### src/rtl/wp_lock_pkg.sv
// Shared types for the write-protection lock controller.
// Assumes state codes are one-hot so that a status word decodes one state.
package wp_lock_pkg;
    typedef enum logic [2:0] {
        WP_TIGHT    = 3'b001,
        WP_LOCKED   = 3'b010,
        WP_UNLOCKED = 3'b100
    } wp_state_e;

    typedef enum logic [1:0] {
        OP_UNLOCK_RANGE = 2'd0,
        OP_LOCK_RANGE   = 2'd1,
        OP_TIGHTEN      = 2'd2,
        OP_UNLOCK_ALL   = 2'd3
    } wp_op_e;
endpackage

### src/rtl/wp_range_regs.sv
// Holds the first-block and last-block range registers.
// Assumes the walker latches the range at command accept; writes are dropped while busy.
module wp_range_regs #(
    parameter int REG_W = 16,
    parameter int IDX_W = 4
) (
    input  logic             clk,
    input  logic             rst_n,
    input  logic             wr_en,
    input  logic             wr_sel,
    input  logic [REG_W-1:0] wr_data,
    input  logic             busy,
    output logic [IDX_W-1:0] start_o,
    output logic [IDX_W-1:0] end_o
);
    logic [IDX_W-1:0] start_q, end_q;
    logic             unused_hi;

    assign unused_hi = ^wr_data[REG_W-1:IDX_W];

    // Range register update; a first-block write also sets the last block.
    always_ff @(posedge clk) begin
        if (!rst_n) begin
            start_q <= '0;
            end_q   <= '0;
        end else if (wr_en && !busy) begin
            if (!wr_sel) begin
                start_q <= wr_data[IDX_W-1:0];
                end_q   <= wr_data[IDX_W-1:0];
            end else begin
                end_q   <= wr_data[IDX_W-1:0];
            end
        end
    end

    assign start_o = start_q;
    assign end_o   = end_q;

    // range registers frozen during a walk
    a_r10_range_frozen: assert property (@(posedge clk) disable iff (!rst_n)
        busy |=> ($stable(start_q) && $stable(end_q)));
    // a first-block write leaves both registers equal
    a_r2_start_copies_end: assert property (@(posedge clk) disable iff (!rst_n)
        (wr_en && !busy && !wr_sel) |=> (start_q == end_q));
endmodule

### src/rtl/wp_state_mem.sv
// Per-block lock state store: one register per block, one write port,
// a walker read port and a lookup read port. Cold reset locks every block.
// Assumes reads at indices beyond the array are never used for decisions.
module wp_state_mem
    import wp_lock_pkg::*;
#(
    parameter int NUM_BLOCKS = 12,
    parameter int IDX_W      = 4,
    parameter int CW         = 5
) (
    input  logic             clk,
    input  logic             rst_n,
    input  logic             wr_en,
    input  logic [IDX_W-1:0] wr_idx,
    input  wp_state_e        wr_state,
    input  logic [CW-1:0]    walk_idx,
    output wp_state_e        walk_state,
    input  logic [IDX_W-1:0] look_idx,
    output wp_state_e        look_state
);
    localparam logic [CW-1:0]    NB_C  = CW'(NUM_BLOCKS);
    localparam logic [IDX_W:0]   NB_L  = (IDX_W + 1)'(NUM_BLOCKS);

    wp_state_e mem_q [NUM_BLOCKS];

    for (genvar g = 0; g < NUM_BLOCKS; g++) begin : g_blk
        // One block's state register.
        always_ff @(posedge clk) begin
            if (!rst_n)
                mem_q[g] <= WP_LOCKED;
            else if (wr_en && wr_idx == IDX_W'(g))
                mem_q[g] <= wr_state;
        end
    end

    // Walker and lookup reads, guarded against indices past the array.
    always_comb begin
        walk_state = (walk_idx < NB_C) ? mem_q[walk_idx[IDX_W-1:0]] : WP_LOCKED;
        look_state = ({1'b0, look_idx} < NB_L) ? mem_q[look_idx] : WP_LOCKED;
    end

    // a lock-tight block is never rewritten to another state
    a_r5_tight_sticky: assert property (@(posedge clk) disable iff (!rst_n)
        (wr_en && ({1'b0, wr_idx} < NB_L) && mem_q[wr_idx] == WP_TIGHT) |-> (wr_state == WP_TIGHT));
endmodule

### src/rtl/wp_walker.sv
// Range walker: accepts a command when idle, visits one block per clock,
// rewrites states per the command, stops at range end, at a lock-tight
// block (lock/unlock) or at an index past the array (error), then pulses done.
// Assumes cur_state is the combinational state of block walk_idx.
module wp_walker
    import wp_lock_pkg::*;
#(
    parameter int NUM_BLOCKS = 12,
    parameter int IDX_W      = 4,
    parameter int CW         = 5
) (
    input  logic             clk,
    input  logic             rst_n,
    input  logic             cmd_valid,
    input  wp_op_e           cmd_op,
    input  logic [IDX_W-1:0] start_i,
    input  logic [IDX_W-1:0] end_i,
    input  wp_state_e        cur_state,
    output logic [CW-1:0]    walk_idx,
    output logic             wr_en,
    output logic [IDX_W-1:0] wr_idx,
    output wp_state_e        wr_state,
    output logic             busy,
    output logic             done,
    output logic             err,
    output logic [2:0]       status
);
    localparam logic [CW-1:0] NB_C   = CW'(NUM_BLOCKS);
    localparam logic [CW-1:0] LAST_C = CW'(NUM_BLOCKS - 1);

    logic          busy_q, done_q, err_q;
    logic [CW-1:0] cur_q, last_q;
    wp_op_e        op_q;
    logic [2:0]    status_q;
    logic          stop, err_set;

    // Per-visit decision: write, skip, or stop.
    always_comb begin
        wr_en    = 1'b0;
        wr_state = WP_LOCKED;
        stop     = 1'b0;
        err_set  = 1'b0;
        if (busy_q) begin
            if (cur_q > last_q) begin
                stop = 1'b1;
            end else if (cur_q >= NB_C) begin
                stop    = 1'b1;
                err_set = 1'b1;
            end else begin
                unique case (op_q)
                    OP_UNLOCK_RANGE, OP_UNLOCK_ALL: begin
                        if (cur_state == WP_TIGHT) stop = 1'b1;
                        else begin wr_en = 1'b1; wr_state = WP_UNLOCKED; end
                    end
                    OP_LOCK_RANGE: begin
                        if (cur_state == WP_TIGHT) stop = 1'b1;
                        else begin wr_en = 1'b1; wr_state = WP_LOCKED; end
                    end
                    OP_TIGHTEN: begin
                        if (cur_state != WP_UNLOCKED) begin
                            wr_en = 1'b1; wr_state = WP_TIGHT;
                        end
                    end
                    default: stop = 1'b1;
                endcase
            end
        end
    end

    // Command accept, walk advance, end-of-walk pulse and status capture.
    always_ff @(posedge clk) begin
        if (!rst_n) begin
            busy_q   <= 1'b0;
            done_q   <= 1'b0;
            err_q    <= 1'b0;
            cur_q    <= '0;
            last_q   <= '0;
            op_q     <= OP_UNLOCK_RANGE;
            status_q <= WP_LOCKED;
        end else begin
            done_q <= 1'b0;
            if (!busy_q) begin
                if (cmd_valid) begin
                    busy_q <= 1'b1;
                    err_q  <= 1'b0;
                    op_q   <= cmd_op;
                    if (cmd_op == OP_UNLOCK_ALL) begin
                        cur_q  <= '0;
                        last_q <= LAST_C;
                    end else begin
                        cur_q  <= {1'b0, start_i};
                        last_q <= {1'b0, end_i};
                    end
                end
            end else begin
                if (wr_en) status_q <= wr_state;
                if (stop) begin
                    busy_q <= 1'b0;
                    done_q <= 1'b1;
                    if (err_set) err_q <= 1'b1;
                end else begin
                    cur_q <= cur_q + 1'b1;
                end
            end
        end
    end

    assign walk_idx = cur_q;
    assign wr_idx   = cur_q[IDX_W-1:0];
    assign busy     = busy_q;
    assign done     = done_q;
    assign err      = err_q;
    assign status   = status_q;

    // done is a single-cycle pulse
    a_r9_done_pulse: assert property (@(posedge clk) disable iff (!rst_n)
        done_q |=> !done_q);
    // done only follows a busy cycle and comes with busy low
    a_r9_done_after_busy: assert property (@(posedge clk) disable iff (!rst_n)
        done_q |-> (!busy_q && $past(busy_q)));
    // the error flag rises only at the end of a walk
    a_r7_err_at_end: assert property (@(posedge clk) disable iff (!rst_n)
        $rose(err_q) |-> done_q);
    // status always holds exactly one valid state code
    a_r8_status_onehot: assert property (@(posedge clk) disable iff (!rst_n)
        $countones(status_q) == 1);
    // the latched command does not change during a walk
    a_r10_op_frozen: assert property (@(posedge clk) disable iff (!rst_n)
        busy_q |=> ($stable(op_q) && $stable(last_q)));
endmodule

### src/rtl/wp_lock_ctrl.sv
// Top of the block write-protection lock controller: range registers,
// per-block state store and the range walker.
// Assumes a single clock domain and a synchronous active-low cold reset.
module wp_lock_ctrl
    import wp_lock_pkg::*;
#(
    parameter  int NUM_BLOCKS = 12,
    parameter  int REG_W      = 16,
    localparam int IDX_W      = $clog2(NUM_BLOCKS),
    localparam int CW         = IDX_W + 1
) (
    input  logic             clk,
    input  logic             rst_n,
    input  logic             reg_wr_en,
    input  logic             reg_sel,
    input  logic [REG_W-1:0] reg_wdata,
    input  logic             cmd_valid,
    input  logic [1:0]       cmd_op,
    input  logic [IDX_W-1:0] lk_idx,
    output logic             busy,
    output logic             done,
    output logic             cmd_err,
    output logic [REG_W-1:0] wp_status,
    output logic [IDX_W-1:0] unl_start,
    output logic [IDX_W-1:0] unl_end,
    output logic [2:0]       lk_state
);
    logic             wr_en;
    logic [IDX_W-1:0] wr_idx;
    wp_state_e        wr_state, walk_state, look_state;
    logic [CW-1:0]    walk_idx;
    logic [2:0]       status3;

    wp_range_regs #(.REG_W(REG_W), .IDX_W(IDX_W)) u_regs (
        .clk(clk), .rst_n(rst_n), .wr_en(reg_wr_en), .wr_sel(reg_sel),
        .wr_data(reg_wdata), .busy(busy), .start_o(unl_start), .end_o(unl_end)
    );

    wp_state_mem #(.NUM_BLOCKS(NUM_BLOCKS), .IDX_W(IDX_W), .CW(CW)) u_mem (
        .clk(clk), .rst_n(rst_n), .wr_en(wr_en), .wr_idx(wr_idx), .wr_state(wr_state),
        .walk_idx(walk_idx), .walk_state(walk_state),
        .look_idx(lk_idx), .look_state(look_state)
    );

    wp_walker #(.NUM_BLOCKS(NUM_BLOCKS), .IDX_W(IDX_W), .CW(CW)) u_walk (
        .clk(clk), .rst_n(rst_n), .cmd_valid(cmd_valid), .cmd_op(wp_op_e'(cmd_op)),
        .start_i(unl_start), .end_i(unl_end), .cur_state(walk_state),
        .walk_idx(walk_idx), .wr_en(wr_en), .wr_idx(wr_idx), .wr_state(wr_state),
        .busy(busy), .done(done), .err(cmd_err), .status(status3)
    );

    assign wp_status = {{(REG_W-3){1'b0}}, status3};
    assign lk_state  = look_state;
endmodule

### config.mk
export PLATFORM = sky130hd
export DESIGN_NAME = wp_lock_ctrl
export DESIGN_NICKNAME = d
export VERILOG_FILES = /design/src/rtl/wp_lock_pkg.sv /design/src/rtl/wp_range_regs.sv /design/src/rtl/wp_state_mem.sv /design/src/rtl/wp_walker.sv /design/src/rtl/wp_lock_ctrl.sv
export SDC_FILE = /design/constraint.sdc
export NUM_CORES = 1
export LEC_CHECK = 0
export BUFFER_PORTS_ARGS = -buffer_cell sky130_fd_sc_hd__clkbuf_2
export CAP_MARGIN = 5
export CORE_MARGIN = 2
export CORE_UTILIZATION = 35
export CTS_BUF_LIST = sky130_fd_sc_hd__clkbuf_8
export CTS_CLUSTER_DIAMETER = 30
export DETAILED_ROUTE_END_ITERATION = 7
export PLACE_DENSITY_LB_ADDON = 0.1
export SLEW_MARGIN = 0
export SYNTH_ARGS = -nofsm -noshare
export SYNTH_HDL_FRONTEND = slang
export SYNTH_SLANG_ARGS = --single-unit
### constraint.sdc
create_clock -name clk -period 3.25 [get_ports clk]
set_clock_uncertainty 0.05 [all_clocks]
set_input_delay 0.65 -clock clk [delete_from_list [all_inputs] [get_ports clk]]
set_output_delay 0.65 -clock clk [all_outputs]
set_load 0.02 [all_outputs]
* Yosys cells after proc, flatten, opt, wreduce, memory -nomap -nowiden *
Memories as Yosys holds them, arrays and structs flattened. A register that Yosys moved wholly into a read port is not among the register bits.
Index checks and enable logic that the tools add are counted.

word-level totals
  register bits = 26
  RAM bits = 36
  bits of input ports = 27
  output and inout bits = 30
  word-level logic and storage cells = 160
  memories kept = 1

operators by class
  add/sub/neg operators = 1
  order comparisons = 4
  eq/ne operators = 20
  mux-type cells = 86
  bitwise operators = 14
  reduce and logical (&&, ||, !) cells = 25

memory list
  name         depth  width  read ports  clocked after Yosys merged registers in  write ports  line                source
  u_mem.mem_q  12     3      2           1                                        12           wp_state_mem.sv:24  wp_state_e mem_q [NUM_BLOCKS];

operators with widths
  kind                 number
  $mux 1               58
  $mux 3               18
  $eq 4x3->1 const B   4
  $eq 4x4->1 const B   4
  $mux 4               4
  $mux 5               3
  $logic_and 1x1->1    13
  $or 1x1->1           12
  $reduce_and 2->1     5
  $pmux 3 s3           1
  $eq 4x2->1 const B   2
  $eq 2x2->1 const B   3
  $ne 2x2->1 const B   3
  $add 5x1->5 const B  1
  $ge 5x4->1 const B   1
  $gt 5x5->1           1
  $lt 5x4->1 const B   1
  $eq 4x1->1 const B   1
  $logic_not 4->1      1
  $lt 4x4->1 const B   1
  $eq 3x1->1 const B   1
  $ne 3x3->1 const B   1
  $reduce_and 3->1     1
  $reduce_or 3->1      1
  8 further kinds      9

* Depth between registers and ports, before layout *
Gate-level depths: netlist of the first run.

  word-level depth = 13
  gate-level depth with buffers = 10
  depth with buffers taken out = 9

* By module *
From an unflattened synthesis of the first run, not the netlist that was laid out.

unflattened totals
  cell total of the unflattened synthesis = 346
  area, all modules = 3676.0 µm²

by module, submodules not included
  module         instances  cells an instance  area an instance (µm²)  seq. area each (µm²)
  wp_state_mem   1          171                2204.6                  1081.0
  wp_walker      1          125                1053.5                  340.3
  wp_range_regs  1          36                 316.6                   160.2
  wp_lock_ctrl   1          14                 101.3                   0.0

* Least setup slack after synthesis of the first run *
OpenSTA, ideal clock, no wires.

  path type = input-to-output
  start = input lk_idx[0]
  end = output lk_state[1]
  data arrival time = 2.043 ns
  data required time = 2.550 ns
  path slack = 0.507 ns
  cell stages on the path = 4
  path buffers = 1
  cell sequence = clkbuf_1 > mux4_2 > o21ai_0 > o21ai_0

on the way
  word-level cells in the longest chain between the ends = 2
  elaborated cells between the ends (all ways) = 3
  classes of those cells = 1 x order compare; 1 x mux; 1 x memory

RTL lines
  what                                        line                source
  start: declaration                          wp_lock_ctrl.sv:19  input logic [IDX_W-1:0] lk_idx,
  $mem_v2 12x3 or $lt 4x4->1 (tied branches)  -
  $mux 3 *                                    wp_state_mem.sv:39  look_state = ({1'b0, look_idx} < NB_L) ? mem_q[look_idx] : WP_LOCKED;
  end: declaration                            wp_lock_ctrl.sv:26  output logic [2:0] lk_state

Mark *: on every way between the ends. The rest lies on a longest branch, timed or not.

==> results of run 1 <==
-- state kept, by name (all words and copies together), names as in the netlist, named ones only --
name and count:
u_walk.busy 1, u_regs.end_o 4, u_walk.done 1, u_walk.err 1, u_walk.op_q 2, u_walk.walk_idx 5, u_walk.last_q 4, u_mem.mem_q 36
u_regs.start_o 4, u_walk.status 3
-- power by group through the flow --
stage | clock network, mW | logic (mW) | registers [mW]
after floorplan | 0 | 0.700 | 1.05
after global placement | 0 | 0.932 | 1.07
after detailed placement | 0 | 0.938 | 1.07
after CTS | 0.786 | 0.942 | 1.05
after global routing | 0.816 | 1.02 | 1.07
final | 0.770 | 0.933 | 1.05
-- cells by family (layout without fill, tap and decap cells) --
family                     after synthesis  after routing  synth area share [%]
DFF                                     65             65                 45.46
and+or+nand+nor                        123            123                 17.05
buffers and inverters                   53             68                 8.798
xor gates and xnor gates                 1              1                0.2397
adders and majority gates               11             11                 3.766
other                                    1             13                0.1026
muxes                                   28             28                 12.70
AOI/OAI and AO/OA                       64             64                 11.88
-- tightest hold or removal path: stages (launching register included) --
cell,delay [ns]
dfxtp_1,0.31
nand2_1,0.05
a21oi_1,0.05
-- stage by stage --
stage	worst slack [ns]	util, %	total power [mW]	std cells	hold slack [ns]
after global placement	0.2447	37.39	2.001	493	0.3958
after CTS	0.1734	39.54	2.781	509	0.4108
after global routing	0.04343	39.54	2.906	509	0.4401
after detailed placement	0.2206	37.39	2.010	493	0.4008
after floorplan	0.5069	-	1.754	358	0.4036
final	0.2452	39.54	2.754	509	0.4063
-- worst min path at each step --
stage                           startpoint                to  slack, ns  cells past startpoint
after floorplan             u_walk.op_q[0]    u_walk.op_q[0]       0.40                      2
after global placement    u_walk.status[0]  u_walk.status[0]       0.40                      2
after detailed placement  u_walk.status[2]  u_walk.status[2]       0.40                      2
after CTS                 u_walk.status[2]  u_walk.status[2]       0.41                      2
after global routing      u_walk.status[2]  u_walk.status[2]       0.44                      2
final                     u_walk.status[2]  u_walk.status[2]       0.41                      2
-- area by class of cell --
cell class / instances / share of cell area (%)
Multi-Input combinational cell: 240 / 42.44
Sequential cell: 65 / 41.08
Timing Repair Buffer: 39 / 5.629
Tap cell: 136 / 4.207
Clock buffer: 9 / 3.062
Clock inverter: 7 / 2.382
Inverter: 13 / 1.206
-- metal layers --
layer | routed length [um] | vias up | track usage, %
met5 | 0 | - | 0
met4 | 59 | 0 | 7.613
met3 | 314 | 8 | 2.820
met2 | 4239 | 71 | 26.37
met1 | 4136 | 1277 | 21.33
li1 | - | 1294 | -
-- synthesized netlist by cell type, types with 2 or more instances --
cell           number
a21oi_1            13
a222oi_1            3
a22oi_1             2
a311oi_1            2
a31oi_1             3
buf_1               2
buf_4              18
buf_6               4
clkbuf_1            8
clkbuf_2            3
dfxtp_1            29
dlygate4sd1_1       4
edfxtp_1           36
ha_1               11
inv_1              13
mux2i_1            13
mux4_1              2
mux4_2             12
nand2_1            31
nand2b_1            5
nand3_1            14
nand3b_1            4
nand4_1            11
nor2_1             32
nor2b_1             7
nor2b_2             2
nor3_1              6
nor4_1              2
o2111ai_1           2
o21a_1              2
o21ai_0            18
o21ai_1             6
o22ai_1             3
-- timing repair --
action	in CTS	in global routing
gates resized for setup	0	1
setup endpoints to repair	0	1
hold endpoints to repair	0	0
==> flow_summary.ini, run 1 <==
[flow_run]
max_cap_violations = 0

[placed_design]
dp_hpwl_mm = 6.415
io_buffers = 31
dpl_cell_area_um2 = 3825
gp_congestion = 0.8307

[setup_path]
required_ns = 3.27
crit_type = flip-flop to flip-flop
crit_path_max_incr_delay_ns = 0.60
critPathCapture = u_mem.mem_q[3][2]
r2r_end = u_mem.mem_q[3][2]
crit_slowest_cell = or4b_4
cp-end-kind = flip-flop
path_depth = 8
worst_ep_arrival_time_ns = 3.03
start_kind = flip-flop
worstPathMaxFanout = 13
r2r_cells = 8
rrSetupSlack_ns = 0.25
worst_path_dominant_cell_family = simple AND/OR/NAND/NOR gates
path_buf_inv = 1
crit_chain = buf_4, mux4_2, nand2_1, o41ai_2, or4b_4, o21a_4, nand3_2, nor4_1

[routing]
drc = 0
via_per_inst = 5.206
dr.pass1.iters = 7
wl_per_cell_um = 17.19
drt_iter0_markers = 129
ant_nets = 0
routed_wl_mm = 8.750
via_count = 2650

[sta]
max_freq_mhz = 332.8
setup_viol = 0
slew_violations = 0
finalCriticalPeriod_ns = 3.005
setup_tns_ns = 0
rsz0062_at_grt = no
fin_crit_sh_pct = 92.46
maxSlewHeadroom_pct = 51.13
tightest_slew_ns = 0.7316
hold_violations = 0

[cts]
cts.path.max_buffers = 2
clock_sinks = 65
clockRootBuffer = clkbuf_8
clk_pin_slew_ns = 0.08
clk_latency_ns = 0.34
cts_made_buffers = 9
cts_tree = built
htree_levels = 3
cts_hold_buffers = 0
cts_setup_buffers = 0

[pwr]
p_sw_share_pct = 36.44
p_sw_mw = 1.003
powerDensity_nw_per_um2 = 680.7
seqPwrFrac_pct = 38.2
p_leak_nw = 1.407
max-vdd-ir-drop_uv = 261.2
p_comb_share_pct = 33.9
p_int_mw = 1.750
pwr-share-clk_pct = 28.0

[floorplanning]
core_area_um2 = 10230
die_w_um = 106.2
rows = 37
design.die.area_um2 = 11280
ios = 57
start_util_pct = 35.72
fp.dieH_um = 106.2

[finish]
drive_gt1_share_pct = 20.38
final_cell_mix = 36 x edfxtp_1, 32 x nor2_1, 31 x nand2_1, 31 x clkbuf_2, 29 x dfxtp_1
seqCellArea_um2 = 1662
areaGrowthSynthToFinish_pct = 10.68
mostFrequentLayoutCell = edfxtp_1
antenna_cells = 0
multiInputGateArea_um2 = 1717
design_area_um2 = 4045
fill_cells = 1012
nets = 406

[yosys]
avgSynthCellArea_um2 = 10.56
synth_cell_types = 56
ys_warn_count = 0
synthTopCellsByArea = edfxtp_1 30%, dfxtp_1 16%, mux4_2 7.4%
synthArstFlopShare_pct = 0
synth-edff-count = 36
netlist_instances = 346
synth_seq_cells = 65
syn-cell-area_um2 = 3655
synth.top_cell.area_share_pct = 29.58
ys_seq_area_share_pct = 45.46
ys.flop_type = edfxtp_1
yosysTopAreaCell = edfxtp_1

[hold_path]
worstHoldPathType = flip-flop to flip-flop

[global_route]
antenna_found_initial = 0
grt_pass1_wl_mm = 13.97
track_usage_pct = 16.33
overflow = 0
grt_pass1_vias = 2615
grt_max_degree = 36

[status]
status = finished, final reports clean
(Power assumes the default switching activity.)
==> run 2, diff against run 1 <==
Settings changed: PLACE_DENSITY_LB_ADDON 0.1 to unset.
==> run 2 against run 1 <==
Critical endpoint is now u_mem.mem_q[6][1]. Non-clock buffer count unchanged. Routed wire length down 8.8%. Final cell count unchanged. Clock-buffer cell count unchanged. Critical path depth down 1. Sequential power about the same.
==> flow_summary.ini, run 2 (same netlist as run 1, synthesis figures left out) <==
[setup_path]
worstPathMaxFanout = 14
cp-end-kind = flip-flop
crit_type = flip-flop to flip-flop
start_kind = flip-flop
worst_ep_arrival_time_ns = 3.02
required_ns = 3.19

[sta]
slew_violations = 0
fin_crit_sh_pct = 94.90
setup_tns_ns = 0
setup_viol = 0
hold_violations = 0
maxSlewHeadroom_pct = 53.50
finalCriticalPeriod_ns = 3.084
max_freq_mhz = 324.2
setup_slack_ns = 0.1658
rsz0062_at_grt = no
tightest_slew_ns = 0.6961

[routing]
via_count = 2675
dr.pass1.iters = 6
ant_nets = 0
routed_wl_mm = 7.982
via_per_inst = 5.255
drt_iter0_markers = 212
wl_per_cell_um = 15.68
drc = 0

[floorplanning]
rows = 37
ios = 57
design.die.area_um2 = 11280
core_area_um2 = 10230
fp.dieH_um = 106.2
die_w_um = 106.2
start_util_pct = 35.72

[global_route]
track_usage_pct = 15.04
grt_pass1_vias = 2557
overflow = 0
antenna_found_initial = 0
grt_max_degree = 37
grt_pass1_wl_mm = 13.17

[finish]
seqCellArea_um2 = 1662
antenna_cells = 0
regMostFlops = u_mem.mem_q
largest_register_ffs = 36
areaGrowthSynthToFinish_pct = 11.26
final_cell_mix = 36 x edfxtp_1, 32 x nor2_1, 31 x nand2_1, 31 x clkbuf_2, 29 x dfxtp_1
mostFrequentLayoutCell = edfxtp_1
fill_cells = 1011
nets = 406
drive_gt1_share_pct = 20.64
multiInputGateArea_um2 = 1717
finish.utilization_pct = 39.75

[cts]
clk_pin_slew_ns = 0.07
cts_made_buffers = 9
cts.path.max_buffers = 2
cts_tree = built
htree_levels = 3
cts_hold_buffers = 0
clk_latency_ns = 0.34
ctsResizeCount = 0
clock_sinks = 65
cts_setup_buffers = 0
clockRootBuffer = clkbuf_8

[status]
status = finished, final reports clean

[hold_path]
worstHoldPathType = flip-flop to flip-flop

[pwr]
max-vdd-ir-drop_uv = 348.2
powerDensity_nw_per_um2 = 690.9
p_leak_nw = 1.424

[placed_design]
dp_slack_ns = 0.1686
dp_hpwl_mm = 5.930
io_buffers = 31
gp_congestion = 0.7846

[flow_run]
max_cap_violations = 0
run 2: path summary, 6_finish.rpt:
kind                          from                end  slack (ns)  cells past startpoint
hold / removal    u_walk.status[0]   u_walk.status[0]        0.41                      2
setup / recovery         flip-flop  u_mem.mem_q[6][1]        0.17                      7
hold reg to reg   u_walk.status[0]   u_walk.status[0]        0.41                      2
setup reg to reg         flip-flop  u_mem.mem_q[6][1]        0.17                      7
run 2: through the flow:
step / instance area (um^2) / instances / power, mW / hold slack [ns]
after floorplan: 3700 / 358 / 1.754 / 0.4036
after global placement: 3825 / 493 / 1.969 / 0.3955
after detailed placement: 3825 / 493 / 1.990 / 0.4021
after CTS: 4066 / 509 / 2.822 / 0.4119
after global routing: 4066 / 509 / 2.970 / 0.4469
final: 4066 / 509 / 2.810 / 0.4110
run 2: layer usage:
layer | up-vias | part of all wire (%) | global-route usage [%]
met3 | 12 | 5.7 | 3.250
li1 | 1291 | - | -
met1 | 1282 | 46 | 20.77
met4 | 0 | 1.5 | 4.229
met5 | - | 0 | 0
met2 | 90 | 46 | 23.86
run 2: area by class of cell:
cell class	count	share of cell area, %
Tap cell	136	4.185
Clock inverter	7	2.892
Clock buffer	9	3.046
Multi-Input combinational cell	240	42.22
Timing Repair Buffer	39	5.600
Sequential cell	65	40.86
Inverter	13	1.200
run 2: power breakdown:
part           internal (mW)  total [mW]  leakage, nW  switching [mW]
sequential             0.958        1.05        0.568          0.0945
combinational          0.360       0.917        0.732           0.557
clock                  0.511       0.840        0.124           0.329
total                   1.83        2.81         1.42           0.981
run 2: worst max-delay path: stages (launching register included):
cell,delay [ns]
dfxtp_1,0.54
buf_4,0.23
mux4_1,0.62
o21ai_0,0.39
or4b_4,0.23
o211ai_2,0.10
buf_12,0.17
o21ai_0,0.40
